<file path="src/rtl/mii_rx_pkg.sv">
package mii_rx_pkg;

   localparam int CG_BITS  = 5;
   localparam int NIB_BITS = 4;
   localparam int N_DATA   = 16;

   localparam logic [CG_BITS-1:0] CG_J = 5'b11000;
   localparam logic [CG_BITS-1:0] CG_K = 5'b10001;
   localparam logic [CG_BITS-1:0] CG_T = 5'b01101;
   localparam logic [CG_BITS-1:0] CG_R = 5'b00111;
   localparam logic [CG_BITS-1:0] CG_I = 5'b11111;

   localparam logic [NIB_BITS-1:0] PRE_NIB = 4'b0101;

   // code group for nibble value n sits at index n
   localparam logic [CG_BITS-1:0] DATA_CG [N_DATA] = '{
      5'b11110, 5'b01001, 5'b10100, 5'b10101,
      5'b01010, 5'b01011, 5'b01110, 5'b01111,
      5'b10010, 5'b10011, 5'b10110, 5'b10111,
      5'b11010, 5'b11011, 5'b11100, 5'b11101};

   typedef enum logic [1:0] {
      ST_IDLE  = 2'd0,
      ST_PRE   = 2'd1,
      ST_FRAME = 2'd2
   } rx_state_e;

   typedef struct packed {
      logic                is_data;
      logic [NIB_BITS-1:0] nib;
      logic                is_j;
      logic                is_k;
      logic                is_t;
      logic                is_r;
      logic                is_i;
   } cg_class_t;

   function automatic cg_class_t classify(input logic [CG_BITS-1:0] g);
      cg_class_t c;
      c      = '0;
      c.is_j = (g == CG_J);
      c.is_k = (g == CG_K);
      c.is_t = (g == CG_T);
      c.is_r = (g == CG_R);
      c.is_i = (g == CG_I);
      for (int n = 0; n < N_DATA; n++) begin
         if (g == DATA_CG[n]) begin
            c.is_data = 1'b1;
            c.nib     = NIB_BITS'(n);
         end
      end
      return c;
   endfunction

endpackage

</file>
<file path="src/rtl/mii_cg_classify.sv">
module mii_cg_classify
   import mii_rx_pkg::*;
#(
   parameter int CG_W = CG_BITS
) (
   input  logic [CG_W-1:0] cg,
   output cg_class_t       cls
);

   always_comb begin
      cls = classify(cg);
   end

endmodule

</file>
<file path="src/rtl/mii_rx_fsm.sv">
module mii_rx_fsm
   import mii_rx_pkg::*;
#(
   parameter int               CG_W          = CG_BITS,
   parameter int               NIB_W         = NIB_BITS,
   parameter bit               PREMATURE_ERR = 1'b1,
   parameter logic [NIB_W-1:0] ERR_NIB       = '0
) (
   input  logic             clk,
   input  logic             rst_n,
   input  cg_class_t        hold_c,
   input  logic [CG_W-1:0]  cur_cg,
   output logic             rx_dv,
   output logic [NIB_W-1:0] rxd,
   output logic             rx_er
);

   rx_state_e        st_q, st_d;
   logic             dv_d, er_d, prem_er, stray;
   logic [NIB_W-1:0] nib_d;

   // variant: flag a frame cut short by idle, or drop it silently
   generate
      if (PREMATURE_ERR) begin : g_prem_on
         assign prem_er = 1'b1;
      end else begin : g_prem_off
         assign prem_er = 1'b0;
      end
   endgenerate

   assign stray = hold_c.is_j | hold_c.is_k | hold_c.is_t | hold_c.is_r;

   always_comb begin
      st_d  = st_q;
      dv_d  = 1'b0;
      er_d  = 1'b0;
      nib_d = '0;
      unique case (st_q)
         ST_IDLE: begin
            if (hold_c.is_j && (cur_cg == CG_K)) begin
               st_d  = ST_PRE;
               dv_d  = 1'b1;
               nib_d = PRE_NIB;
            end
         end
         ST_PRE: begin
            st_d  = ST_FRAME;
            dv_d  = 1'b1;
            nib_d = PRE_NIB;
         end
         ST_FRAME: begin
            if (hold_c.is_t && (cur_cg == CG_R)) begin
               st_d = ST_IDLE;
            end else if (hold_c.is_i) begin
               st_d = ST_IDLE;
               er_d = prem_er;
            end else if (hold_c.is_data && !stray) begin
               dv_d  = 1'b1;
               nib_d = hold_c.nib;
            end else begin
               dv_d  = 1'b1;
               er_d  = 1'b1;
               nib_d = ERR_NIB;
            end
         end
         default: st_d = ST_IDLE;
      endcase
   end

   always_ff @(posedge clk) begin
      if (!rst_n) begin
         st_q  <= ST_IDLE;
         rx_dv <= 1'b0;
         rx_er <= 1'b0;
         rxd   <= '0;
      end else begin
         st_q  <= st_d;
         rx_dv <= dv_d;
         rx_er <= er_d;
         rxd   <= nib_d;
      end
   end

endmodule

</file>
<file path="src/rtl/mii_rx_decoder.sv">
module mii_rx_decoder
   import mii_rx_pkg::*;
#(
   parameter int               CG_W          = 5,
   parameter int               NIB_W         = 4,
   parameter bit               PREMATURE_ERR = 1'b1,
   parameter logic [NIB_W-1:0] ERR_NIB       = '0
) (
   input  logic             clk,
   input  logic             rst_n,
   input  logic [CG_W-1:0]  cg,
   output logic             rx_dv,
   output logic [NIB_W-1:0] rxd,
   output logic             rx_er
);

   generate
      if (CG_W != CG_BITS) begin : g_bad_cg
         $error("mii_rx_decoder: CG_W must be %0d", CG_BITS);
      end
      if (NIB_W != NIB_BITS) begin : g_bad_nib
         $error("mii_rx_decoder: NIB_W must be %0d", NIB_BITS);
      end
   endgenerate

   logic [CG_W-1:0] hold_q;
   cg_class_t       hold_c;

   // one-group lookahead: hold_q is reported while cg is peeked at
   always_ff @(posedge clk) begin
      if (!rst_n) hold_q <= CG_I;
      else        hold_q <= cg;
   end

   mii_cg_classify #(.CG_W(CG_W)) u_classify (
      .cg  (hold_q),
      .cls (hold_c)
   );

   mii_rx_fsm #(
      .CG_W          (CG_W),
      .NIB_W         (NIB_W),
      .PREMATURE_ERR (PREMATURE_ERR),
      .ERR_NIB       (ERR_NIB)
   ) u_fsm (
      .clk    (clk),
      .rst_n  (rst_n),
      .hold_c (hold_c),
      .cur_cg (cg),
      .rx_dv  (rx_dv),
      .rxd    (rxd),
      .rx_er  (rx_er)
   );

endmodule

</file>
<file path="config.mk">
export PLATFORM = sky130hd
export DESIGN_NAME = mii_rx_decoder
export DESIGN_NICKNAME = d
export VERILOG_FILES = /design/src/rtl/mii_rx_pkg.sv /design/src/rtl/mii_cg_classify.sv /design/src/rtl/mii_rx_fsm.sv /design/src/rtl/mii_rx_decoder.sv
export SDC_FILE = /design/constraint.sdc
export NUM_CORES = 1
export LEC_CHECK = 0
export CAP_MARGIN = 30
export CORE_AREA = 3 3 40 42
export DETAILED_ROUTE_END_ITERATION = 6
export DIE_AREA = 0 0 43 45
export DONT_BUFFER_PORTS = 1
export GPL_TIMING_DRIVEN = 0
export HOLD_SLACK_MARGIN = 0.1
export SLEW_MARGIN = 5
export SYNTH_ARGS = -nofsm -noshare
export SYNTH_HDL_FRONTEND = slang
export SYNTH_SLANG_ARGS = --single-unit
</file>
<file path="constraint.sdc">
create_clock -name clk -period 1.3 [get_ports clk]
set_input_delay 0.26 -clock clk [delete_from_list [all_inputs] [get_ports clk]]
set_output_delay 0.26 -clock clk [all_outputs]
set_load 0.02 [all_outputs]
</file>
==> metrics.md <==
| Metric | Value |
|---|---|
| Synth cell types | `26` |
| CTS tree | `yes` |
| Starting DRT DRC Count | `1` |
| Worst Max-Slew Pin Slew | `0.281 ns` |
| NumNets Final | `77` |
| Path type of the worst min-delay path | `in2reg` |
| Floorplan core area | `0.00128 sq mm` |
| Drt pass-1 iters | `2` |
| Most used flip-flop cell after synthesis | `dfxtp_1` |
| Cell Chain, Critical Path | `and4bb_2 > nand3_1 > and2_4 > a21oi_1` |
| Initial antenna violation count | `0` |
| Peak clock frequency supported by timing | `835 MHz` |
| I/O Buffers | `0` |
| DP Worst Slack | `0.112 ns` |
| Kind of critical path | `reg2reg` |
| Reg-to-reg setup timing slack | `0.10 ns` |
| Max-slew headroom | `0.813` |
| Y dimension of the die | `45 um` |
| Clock sink count | `13` |
| Area added between synthesis and finish | `17.7%` |
| Worst-case vdd ir drop | `0.666 mV` |
| Site Rows | `13` |
| Antenna Cells | `0` |
| Synthesized flop and latch total | `13` |
| Ratio of routed vias to standard cells | `5.39` |
| Number of warnings reported in the yosys synthesis log | `0` |
| Fin crit period | `1.20 ns` |
| Width of the die | `43 um` |
| Total setup buffers inserted after CTS | `0` |
| PnR worst setup slack | `0.102 ns` |
| Cells taking the most area after synthesis | `dfxtp_1 (43%), a31o_4 (5.7%), and4bb_2 (4.1%)` |
| Family with the most delay on the worst path | `simple AND/OR/NAND/NOR gates` |
| Data arrival time of the critical path | `1.41 ns` |
| Largest area contributor in the synthesized netlist | `dfxtp_1` |
| Number of buffer and inverter stages on the critical path | `0` |
| Post-Syn Area per Cell | `10.3 sq um` |
| Register-to-Register Path Depth | `4` |
| Share of flip-flops with an asynchronous set or reset | `0` |
| Layout cell share with drive strength beyond 1 | `0.217` |
| Critical Path Slowest Stage Cell | `dfxtp_1` |
| Portion of the clock cycle consumed by the worst path in the final layout | `0.921` |
| Portion of the post-synthesis area used by sequential elements | `0.427` |
| Final GP Congestion | `0.729` |
| Clock transition at the registers of the reported paths | `0.08 ns` |
| Power density normalized to cell area | `1050 mW/mm^2` |
| Most common cell after layout, fill and taps aside | `dfxtp_1` |
| Clock root buffer | `clkbuf_4` |
| Total negative slack for setup checks | `0 ns` |
| Highest net fanout along the worst path | `7` |
| EDFF count, synth | `0` |
| Required arrival time at the worst endpoint | `1.51 ns` |
| Setup violators final | `0` |
| Reg-to-reg critical path startpoint | `hold_q[3]` |
| Critical Path Source Type | `flip-flop` |
| MaxCap Viol Count | `0` |
| Number of routed nets with antenna violations | `0` |
| Run status | `completed` |
| Starting utilization of the core area | `0.474` |
| HPWL Detailed | `742 um` |
| Top cell type's share of synthesized area | `0.427` |
| Largest net degree at the start of global routing | `11` |
| Highest-count cells in the layout ignoring fill and taps | `dfxtp_1 (13), nand2_1 (5), dlygate4sd3_1 (5)` |
| Max-slew violation count | `0` |
| Global-route wire length before repair | `1790 um` |
| Number of cells on the critical path | `4` |
| Floorplan die area | `0.00194 sq mm` |
| Endpoint type of the worst setup path | `flip-flop` |
| Overall global routing resource usage | `0.130` |
| Clock buffers created by TritonCTS | `3` |
| Worst stage delay on the critical path | `0.45 ns` |
| H-tree depth reported by CTS | `1` |
| Syn_nets | `66` |
| Grt ovf | `0` |
| Reg-to-reg endpoint | `u_fsm.rxd[2]` |
| Drt wl/cell | `12.7 um` |
| Boundary Pins | `13` |
| Maximum clock path buffer count | `2` |
| Number of instances in the synthesized netlist | `59` |
| Routed wire length | `1070 um` |
| Worst hold endpoint | `hold_q[0]` |
| Start point of the worst hold path | `rst_n` |
| Setup repair after global routing missed its margin | `no` |
| LEAKAGE | `0.286 nW` |
| Count of unresolved DRC violations after routing | `0` |
| Post-Synthesis Cell Area | `609 sq um` |
| Final hold violation count | `0` |
| Final Skew | `0.00281 ns` |
| Number of global-route vias before repair | `449` |
| Number of stages on the worst hold path | `1` |
| Clock insertion delay at the later pin of the skew report | `0.28 ns` |
| Vias | `453` |
==> worst max-delay path by stage <==
stage | startpoint | to | slack (ns)
detailed placement | hold_q[3] | u_fsm.rxd[2] | 0.11
finish | hold_q[3] | u_fsm.rxd[2] | 0.10
CTS | rst_n | hold_q[3] | 0.03
global route | hold_q[3] | u_fsm.rxd[2] | 0.003
floorplan | hold_q[3] | u_fsm.rx_dv | 0.22
global placement | hold_q[3] | u_fsm.rxd[2] | 0.11
==> cell families (layout without fill, tap and decap cells) <==
family          Yosys count  after routing  synth area share
compound gates           12             12             0.164
xor+xnor                  3              3            0.0431
buf+inv                   2             12            0.0308
flops                    13             13             0.427
simple gates             29             29             0.335
==> flip-flops by register name (all words and copies together), names as in the netlist <==
signal,flops
hold_q,5
u_fsm.rx_er,1
u_fsm.rx_dv,1
u_fsm.st_q,2
u_fsm.rxd,4
==> worst register-to-register path, cell delays in order, from the launching register on <==
cell      delay (ns)
dfxtp_1         0.45
and4bb_2        0.25
nand3_1         0.12
and2_4          0.19
a21oi_1         0.12
==> area by class of cell <==
type | count | area, sq um
Sequential cell | 13 | 260
Multi-Input combinational cell | 44 | 330
Buffer | 2 | 18.8
Tap cell | 15 | 18.8
Clock buffer | 4 | 26.3
Fill cell | 118 | 568
Timing Repair Buffer | 6 | 62.6
==> timing repair <==
action                                  4_1_cts  5_1_grt
resized for setup                             0        1
hold endpoints to repair                      5        0
hold buffers                                  6        0
endpoints found under the setup margin        0        1
==> stage by stage <==
stage	cell area, sq um	cells	util	hold WS (ns)	power, mW
3_3_place_gp	628	74	0.489	0.335	0.488
2_1_floorplan	609	59	-	0.333	0.479
3_5_place_dp	628	74	0.489	0.337	0.489
4_1_cts	714	84	0.556	0.127	0.753
6_report	717	84	0.558	0.132	0.749
5_1_grt	717	84	0.558	0.138	0.779
==> metal layers <==
metal	vias to the layer above	GRT usage	wire, um	share of wire
met2	14	0.210	517	0.48
met3	4	0.0478	76	0.071
met1	204	0.136	449	0.42
li1	231	-	-	-
met4	0	0.108	24	0.022
met5	-	0	0	0
==> cells in the mapped netlist (all sizes together) (2+ instances only) <==
cell / number
or2b: 2
dfxtp: 13
a21oi: 3
and4bb: 3
o21ai: 4
and2: 2
nand3b: 2
nand2b: 4
nand2: 5
nor2: 4
xor2: 2
nor3b: 3
a211oi: 2
a31o: 2
buf: 2
==> power by group <==
| part | switching (mW) | internal [mW] |
|---|---|---|
| combinational | 0.0320 | 0.0467 |
| clock | 0.136 | 0.119 |
| sequential | 0.00903 | 0.406 |
(Power assumes the default switching activity.)
